File: src/rtl/cdt_pkg.sv
package cdt_pkg;
  localparam int unsigned BUS_AW = 12;
  localparam int unsigned BUS_DW = 32;

  localparam logic [BUS_AW-1:0] OFF_CTRL = 12'h320;
  localparam logic [BUS_AW-1:0] OFF_LOAD = 12'h380;
  localparam logic [BUS_AW-1:0] OFF_LIVE = 12'h390;
  localparam logic [BUS_AW-1:0] OFF_DIV  = 12'h3E0;

  localparam int unsigned CTRL_MODE_BIT = 17;
  localparam int unsigned CTRL_MASK_BIT = 16;
  localparam int unsigned CTRL_BUSY_BIT = 12;
  localparam int unsigned VEC_W         = 8;

  typedef enum logic {
    MODE_ONESHOT  = 1'b0,
    MODE_PERIODIC = 1'b1
  } tmr_mode_e;

  typedef struct packed {
    tmr_mode_e        mode;
    logic             mask;
    logic [VEC_W-1:0] vec;
  } tmr_ctrl_t;

  // divide code -> log2 of divisor; 111 is divide-by-1
  function automatic logic [2:0] div_shift(input logic [2:0] code);
    return (code == 3'b111) ? 3'd0 : code + 3'd1;
  endfunction
endpackage

File: src/rtl/cdt_prescale.sv
module cdt_prescale #(
  parameter int unsigned PRE_W = 7,
  localparam int unsigned SH_W = $clog2(PRE_W + 1)
) (
  input  logic            clk,
  input  logic            rst_n,
  input  logic            clr,
  input  logic            run,
  input  logic [SH_W-1:0] shift,
  output logic            tick
);
  logic [PRE_W-1:0] cnt_q, cnt_d, lim;
  logic [PRE_W:0]   one_sh;
  logic             cnt_en;

  always_comb begin
    one_sh = (PRE_W + 1)'(1) << shift;
    lim    = PRE_W'(one_sh - 1'b1);
    tick   = run & (cnt_q >= lim);
    cnt_en = clr | run;
    if (clr)       cnt_d = '0;
    else if (tick) cnt_d = '0;
    else           cnt_d = cnt_q + 1'b1;
  end

  always_ff @(posedge clk or negedge rst_n) begin
    if (!rst_n)      cnt_q <= '0;
    else if (cnt_en) cnt_q <= cnt_d;
  end


  prescale_hold_chk: assert property (@(posedge clk) disable iff (!rst_n)
    (!run && !clr) |=> $stable(cnt_q));


  prescale_restart_chk: assert property (@(posedge clk) disable iff (!rst_n)
    clr |=> (cnt_q == '0));
endmodule

File: src/rtl/cdt_count.sv
module cdt_count #(
  parameter int unsigned CW = 32
) (
  input  logic          clk,
  input  logic          rst_n,
  input  logic          load,
  input  logic [CW-1:0] load_val,
  input  logic          tick,
  input  logic          periodic,
  input  logic [CW-1:0] reload_val,
  output logic [CW-1:0] cur,
  output logic          expire
);
  logic [CW-1:0] cur_q, cur_d;
  logic          cur_en;
  logic          at_one;

  always_comb begin
    at_one = (cur_q == CW'(1));
    expire = tick & ~load & at_one;
    cur_en = load | tick;
    cur_d  = cur_q;
    if (load) begin
      cur_d = load_val;
    end else if (tick && (cur_q != '0)) begin
      if (at_one) cur_d = periodic ? reload_val : '0;
      else        cur_d = cur_q - 1'b1;
    end
  end

  always_ff @(posedge clk or negedge rst_n) begin
    if (!rst_n)      cur_q <= '0;
    else if (cur_en) cur_q <= cur_d;
  end

  assign cur = cur_q;


  oneshot_rest_chk: assert property (@(posedge clk) disable iff (!rst_n)
    ((cur_q == '0) && !load) |=> (cur_q == '0));


  periodic_reload_chk: assert property (@(posedge clk) disable iff (!rst_n)
    (expire && periodic) |=> (cur_q == $past(reload_val)));


  step_down_chk: assert property (@(posedge clk) disable iff (!rst_n)
    (tick && !load && (cur_q > CW'(1))) |=> (cur_q == $past(cur_q) - 1'b1));


  load_take_chk: assert property (@(posedge clk) disable iff (!rst_n)
    load |=> (cur_q == $past(load_val)));
endmodule

File: src/rtl/cdt_regs.sv
module cdt_regs
  import cdt_pkg::*;
#(
  parameter int unsigned CW = 32
) (
  input  logic                clk,
  input  logic                rst_n,
  input  logic                we,
  input  logic [BUS_AW-1:0]   addr,
  input  logic [BUS_DW-1:0]   wdata,
  output logic [BUS_DW-1:0]   rdata,
  input  logic [CW-1:0]       live,
  input  logic                expire,
  input  logic                irq_ack,
  output logic                irq_req,
  output logic [VEC_W-1:0]    irq_vec,
  output logic                load_wr,
  output logic [CW-1:0]       load_q,
  output logic                periodic,
  output logic [2:0]          shift
);
  tmr_ctrl_t     ctrl_q, ctrl_d;
  logic [2:0]    divc_q, divc_d;
  logic [CW-1:0] load_d;
  logic          req_q, req_d;
  logic          ctrl_wr, div_wr;
  logic [BUS_DW-1:0] ctrl_rd, div_rd;

  always_comb begin
    ctrl_wr = we && (addr == OFF_CTRL);
    div_wr  = we && (addr == OFF_DIV);
    load_wr = we && (addr == OFF_LOAD);

    ctrl_d      = ctrl_q;
    ctrl_d.mode = tmr_mode_e'(wdata[CTRL_MODE_BIT]);
    ctrl_d.mask = wdata[CTRL_MASK_BIT];
    ctrl_d.vec  = wdata[VEC_W-1:0];

    divc_d = {wdata[3], wdata[1], wdata[0]};
    load_d = wdata[CW-1:0];

    req_d = (req_q & ~irq_ack) | (expire & ~ctrl_q.mask);
  end

  always_ff @(posedge clk or negedge rst_n) begin
    if (!rst_n) begin
      ctrl_q.mode <= MODE_ONESHOT;
      ctrl_q.mask <= 1'b1;
      ctrl_q.vec  <= '0;
    end else if (ctrl_wr) begin
      ctrl_q <= ctrl_d;
    end
  end

  always_ff @(posedge clk or negedge rst_n) begin
    if (!rst_n)      divc_q <= '0;
    else if (div_wr) divc_q <= divc_d;
  end

  always_ff @(posedge clk or negedge rst_n) begin
    if (!rst_n)       load_q <= '0;
    else if (load_wr) load_q <= load_d;
  end

  always_ff @(posedge clk or negedge rst_n) begin
    if (!rst_n) req_q <= 1'b0;
    else        req_q <= req_d;
  end

  always_comb begin
    ctrl_rd = '0;
    ctrl_rd[VEC_W-1:0]    = ctrl_q.vec;
    ctrl_rd[CTRL_BUSY_BIT] = req_q;
    ctrl_rd[CTRL_MASK_BIT] = ctrl_q.mask;
    ctrl_rd[CTRL_MODE_BIT] = ctrl_q.mode;
    div_rd    = '0;
    div_rd[3] = divc_q[2];
    div_rd[1] = divc_q[1];
    div_rd[0] = divc_q[0];
    unique case (addr)
      OFF_CTRL: rdata = ctrl_rd;
      OFF_LOAD: rdata = BUS_DW'(load_q);
      OFF_LIVE: rdata = BUS_DW'(live);
      OFF_DIV:  rdata = div_rd;
      default:  rdata = '0;
    endcase
  end

  assign irq_req  = req_q;
  assign irq_vec  = ctrl_q.vec;
  assign periodic = (ctrl_q.mode == MODE_PERIODIC);
  assign shift    = div_shift(divc_q);


  req_raise_chk: assert property (@(posedge clk) disable iff (!rst_n)
    (expire && !ctrl_q.mask) |=> irq_req);


  masked_quiet_chk: assert property (@(posedge clk) disable iff (!rst_n)
    (!irq_req && (!expire || ctrl_q.mask)) |=> !irq_req);


  ack_clear_chk: assert property (@(posedge clk) disable iff (!rst_n)
    (irq_ack && !expire) |=> !irq_req);


  div_reserved_chk: assert property (@(posedge clk) disable iff (!rst_n)
    (addr == OFF_DIV) |-> ((rdata & ~32'h0000_000B) == '0));
endmodule

File: src/rtl/cdtimer_top.sv
module cdtimer_top
  import cdt_pkg::*;
#(
  parameter int unsigned CNT_W = 32,
  parameter int unsigned PRE_W = 7
) (
  input  logic        clk,
  input  logic        rst_n,
  input  logic        bus_we,
  input  logic [11:0] bus_addr,
  input  logic [31:0] bus_wdata,
  output logic [31:0] bus_rdata,
  output logic        irq_req,
  output logic [7:0]  irq_vec,
  input  logic        irq_ack
);
  localparam int unsigned SH_W = $clog2(PRE_W + 1);

  logic [1:0]       rs_q;
  logic             rst_i_n;
  logic             load_wr, periodic, tick, expire;
  logic [CNT_W-1:0] load_q, live;
  logic [2:0]       shift;

  always_ff @(posedge clk or negedge rst_n) begin
    if (!rst_n) rs_q <= '0;
    else        rs_q <= {rs_q[0], 1'b1};
  end
  assign rst_i_n = rs_q[1];

  cdt_regs #(.CW(CNT_W)) regs_i (
    .clk      (clk),
    .rst_n    (rst_i_n),
    .we       (bus_we),
    .addr     (bus_addr),
    .wdata    (bus_wdata),
    .rdata    (bus_rdata),
    .live     (live),
    .expire   (expire),
    .irq_ack  (irq_ack),
    .irq_req  (irq_req),
    .irq_vec  (irq_vec),
    .load_wr  (load_wr),
    .load_q   (load_q),
    .periodic (periodic),
    .shift    (shift)
  );

  cdt_prescale #(.PRE_W(PRE_W)) pre_i (
    .clk   (clk),
    .rst_n (rst_i_n),
    .clr   (load_wr),
    .run   (live != '0),
    .shift (SH_W'(shift)),
    .tick  (tick)
  );

  cdt_count #(.CW(CNT_W)) cnt_i (
    .clk        (clk),
    .rst_n      (rst_i_n),
    .load       (load_wr),
    .load_val   (bus_wdata[CNT_W-1:0]),
    .tick       (tick),
    .periodic   (periodic),
    .reload_val (load_q),
    .cur        (live),
    .expire     (expire)
  );
endmodule

File: config.mk
export PLATFORM = sky130hd
export DESIGN_NAME = cdtimer_top
export DESIGN_NICKNAME = d
export VERILOG_FILES = /design/src/rtl/cdt_pkg.sv /design/src/rtl/cdt_prescale.sv /design/src/rtl/cdt_count.sv /design/src/rtl/cdt_regs.sv /design/src/rtl/cdtimer_top.sv
export SDC_FILE = /design/constraint.sdc
export NUM_CORES = 1
export LEC_CHECK = 0
export ABC_CLOCK_PERIOD_IN_PS = 2600
export BUFFER_PORTS_ARGS = -buffer_cell sky130_fd_sc_hd__buf_2
export CELL_PAD_IN_SITES_DETAIL_PLACEMENT = 1
export CELL_PAD_IN_SITES_GLOBAL_PLACEMENT = 2
export CORE_MARGIN = 2
export CORE_UTILIZATION = 31
export DETAILED_ROUTE_END_ITERATION = 7
export PLACE_DENSITY_LB_ADDON = 0.1
export SLEW_MARGIN = 20
export SYNTH_ARGS = -nofsm -noshare
export SYNTH_HDL_FRONTEND = slang
export SYNTH_SLANG_ARGS = --single-unit
File: constraint.sdc
create_clock -name clk -period 2.6 [get_ports clk]
set_clock_uncertainty 0.15 [all_clocks]
set_input_delay 0.39 -clock clk [delete_from_list [all_inputs] [get_ports clk]]
set_output_delay 0.39 -clock clk [all_outputs]
set_load 0.01 [all_outputs]
==> flow_summary.yaml <==
setup_path:
  worstPathArrival_ns: 2.99
  reg2reg_from: "regs_i.divc_q[1]"
  r2r_slack_ns: -0.28
  reg2reg_depth: 13
  timing.critical_path.from: "regs_i.divc_q[1]"
  critPathRequiredTime_ns: 2.70
  cp-start-kind: "flip-flop"
  regToRegEndpoint: "cnt_i.cur[4]"
  cp-endpoint: "cnt_i.cur[4]"
  crit_fanout: 7
  crit_path_end_kind: "flip-flop"
  crit_type: "flip-flop to flip-flop"
yosys:
  syn_nets: 704
  synth_top_cell_by_area: "dfrtp_1"
  ys.flop_type: "dfrtp_1"
  avgSynthCellArea_um2: 8.57
  ys_seq_area_share_pct: 39.4
  synth-xor-area-share_pct: 0.792
  yosysWarnings: 0
  synth.most_common_cell: "nand2_1"
  synth-async-reset-ratio_pct: 100
  netlist_area_mm2: 0.00553
  synthTopCellsByCount: "nand2_1 (128), dfrtp_1 (86), nor2_1 (34)"
  synth_top_family_by_area: "simple AND/OR/NAND/NOR gates"
  postSynthCellCount: 645
  synthMuxAreaShare_pct: 3.37
  yosys.area_share.simple_pct: 27.0
  ys_ff_latch: 87
  yosys-top-cells-area: "dfrtp_1 (39%), nand2_1 (8.7%), a22o_1 (3.3%)"
  synth_top_area_share_pct: 38.9
  synth-adder-area-share_pct: 2.49
  ys_types: 70
  synth_edf_count: 0
  synth_compound_area_share_pct: 20.9
timing:
  hold_slack_ns: 0.0305
  fmax_mhz: 347
  fin_tns_setup_ns: -11.17
  period_minus_slack_ns: 2.88
  fin_crit_sh_pct: 111
  setup_violations: 71
  tightest_slew_ns: 0.851
  slew-limit-headroom_pct: 42.8
  finalWorstSetupSlack_ns: -0.284
  hold_viol_final: 0
  rsz0062_at_grt: "yes"
  slew_violations: 0
cts:
  cts_root_buf: "clkbuf_16"
  clk_latency_ns: 0.37
  clockBufferDepth: 2
  clock-sinks: 87
  clk_pin_slew_worst_paths_ns: 0.07
  h-tree-depth: 3
  cts_buffers: 9
  cts_tree: "built"
place:
  portBuffers: 88
  gp_congestion: 0.851
  hpwlAfterDp_um: 16000
  dp_slack_ns: -0.457
  place_inst: 1018
  placed_area_mm2: 0.00696
run:
  max_cap_viol_count: 0
run_status:
  status: "finished with violations"
  violations: "setup timing"
route:
  drt_iter0_drc: 412
  wire_per_inst_um: 21.8
  drc_errors: 0
  routed_wl_um: 23000
  first_pass_iters: 5
  vias: 5978
  ant_nets: 0
  viasPerCell: 5.66
pwr:
  p_leak_nw: 3.78
  irDropWorstVdd_uv: 381
  power.density_mw_per_mm2: 656
  power.total_mw: 5.27
cells_and_area:
  num_antenna_cells: 0
  stdcell_area_mm2: 0.00803
  fillers: 2028
  syn_to_final_growth_pct: 45.4
  fin_util_pct: 46.3
  instances_no_fill: 1057
  nNetsFinal: 886
  drive_above_1_share_pct: 40.9
floorplan:
  coreArea_mm2: 0.0174
  die_h_um: 138
  die-area_mm2: 0.0189
  die_x_um: 138
  start_util_pct: 31.8
  io-pin-count: 89
  rows: 48
global_routing:
  overflow: 0
  grt_max_degree: 49
  track_usage_pct: 25.4
  grt_pass1_vias: 6369
  antenna_found_initial: 0
  grt_pass1_wl_um: 36100
hold_path:
  hold_class: "input pin to flip-flop"
## critical path, cell delays in order, from the launching register on
cell     delay (ns)
dfrtp_1        0.38
or3_4          0.41
ha_4           0.19
inv_4          0.05
a21oi_2        0.03
a31oi_2        0.14
ha_1           0.30
a21oi_2        0.16
nand3_2        0.12
a21o_4         0.27
buf_6          0.15
nand4_1        0.07
a31oi_1        0.10
a41o_1         0.25
## final cells by class
type	instances	area, um^2	share of cell area [%]
multi-input combinational	488	3430	42.7
sequential	87	2180	27.2
timing repair buffer	225	1790	22.3
tap	225	282	3.50
clock buffer	9	225	2.80
inverter	16	62.6	0.779
clock inverter	7	60.1	0.748
## worst min path at each step
| stage | end | slack (ns) | startpoint | cells after the start |
|---|---|---|---|---|
| 4_1_cts | regs_i.irq_req | 0.02 | irq_ack | 2 |
| 3_5_place_dp | rs_q[0] | 0.03 | rst_n | 1 |
| 6_report | regs_i.irq_req | 0.03 | irq_ack | 2 |
| 5_1_grt | regs_i.irq_req | 0.03 | irq_ack | 2 |
| 2_1_floorplan | rs_q[0] | -0.06 | rst_n | 0 |
| 3_3_place_gp | rs_q[0] | 0.02 | rst_n | 1 |
## flip-flops by register name, summed over array words and instances (netlist names)
register,cells
pre_i.cnt_q,7
regs_i.periodic,1
rs_q,2
regs_i.divc_q,3
regs_i.load_q,32
regs_i.irq_req,1
regs_i.irq_vec,8
cnt_i.cur,32
regs_i.ctrl_q,1
## cells by family after synthesis
| logic type | count (synthesis) |
|---|---|
| multiplexers | 17 |
| AO/OA/AOI/OAI | 160 |
| XOR/XNOR | 5 |
| buffers and inverters | 70 |
| flip-flops | 87 |
| adder cells (fa/ha/maj) | 11 |
| AND/OR/NAND/NOR | 294 |
| other | 1 |
## per-layer routing
metal	global-route usage (%)	vias to the layer above	wire (um)
met2	43.4	134	11500
met1	32.9	3055	10200
li1	-	2754	-
met4	6.47	0	474
met5	0	-	0
met3	4.71	35	921
## power by group
part | internal (mW) | switching, mW
Clock | 0.672 | 0.651
Combinational | 1.19 | 1.19
Sequential | 1.43 | 0.136
## placed cells by master (no fill, tap or decap), types with 15 or more instances in the layout
master and instances:
a222oi_1 15, dfrtp_1 85, buf_6 28, buf_4 95, inv_1 15, a22o_1 21
nor4_1 15, nor3_1 16, nand2_1 122, buf_2 84, nor2_1 29, nand4_1 18
o21ai_2 15
## timing repair
item                                   CTS  global route
pin swaps                               35            52
gates cloned                             5             0
setup endpoints to repair               72            73
gates resized for setup                 82            53
buffers inserted                        14             4
endpoints found under the hold margin    2             0
hold buffers                             1             0
Note: power is estimated with default switching activity, not from simulation.
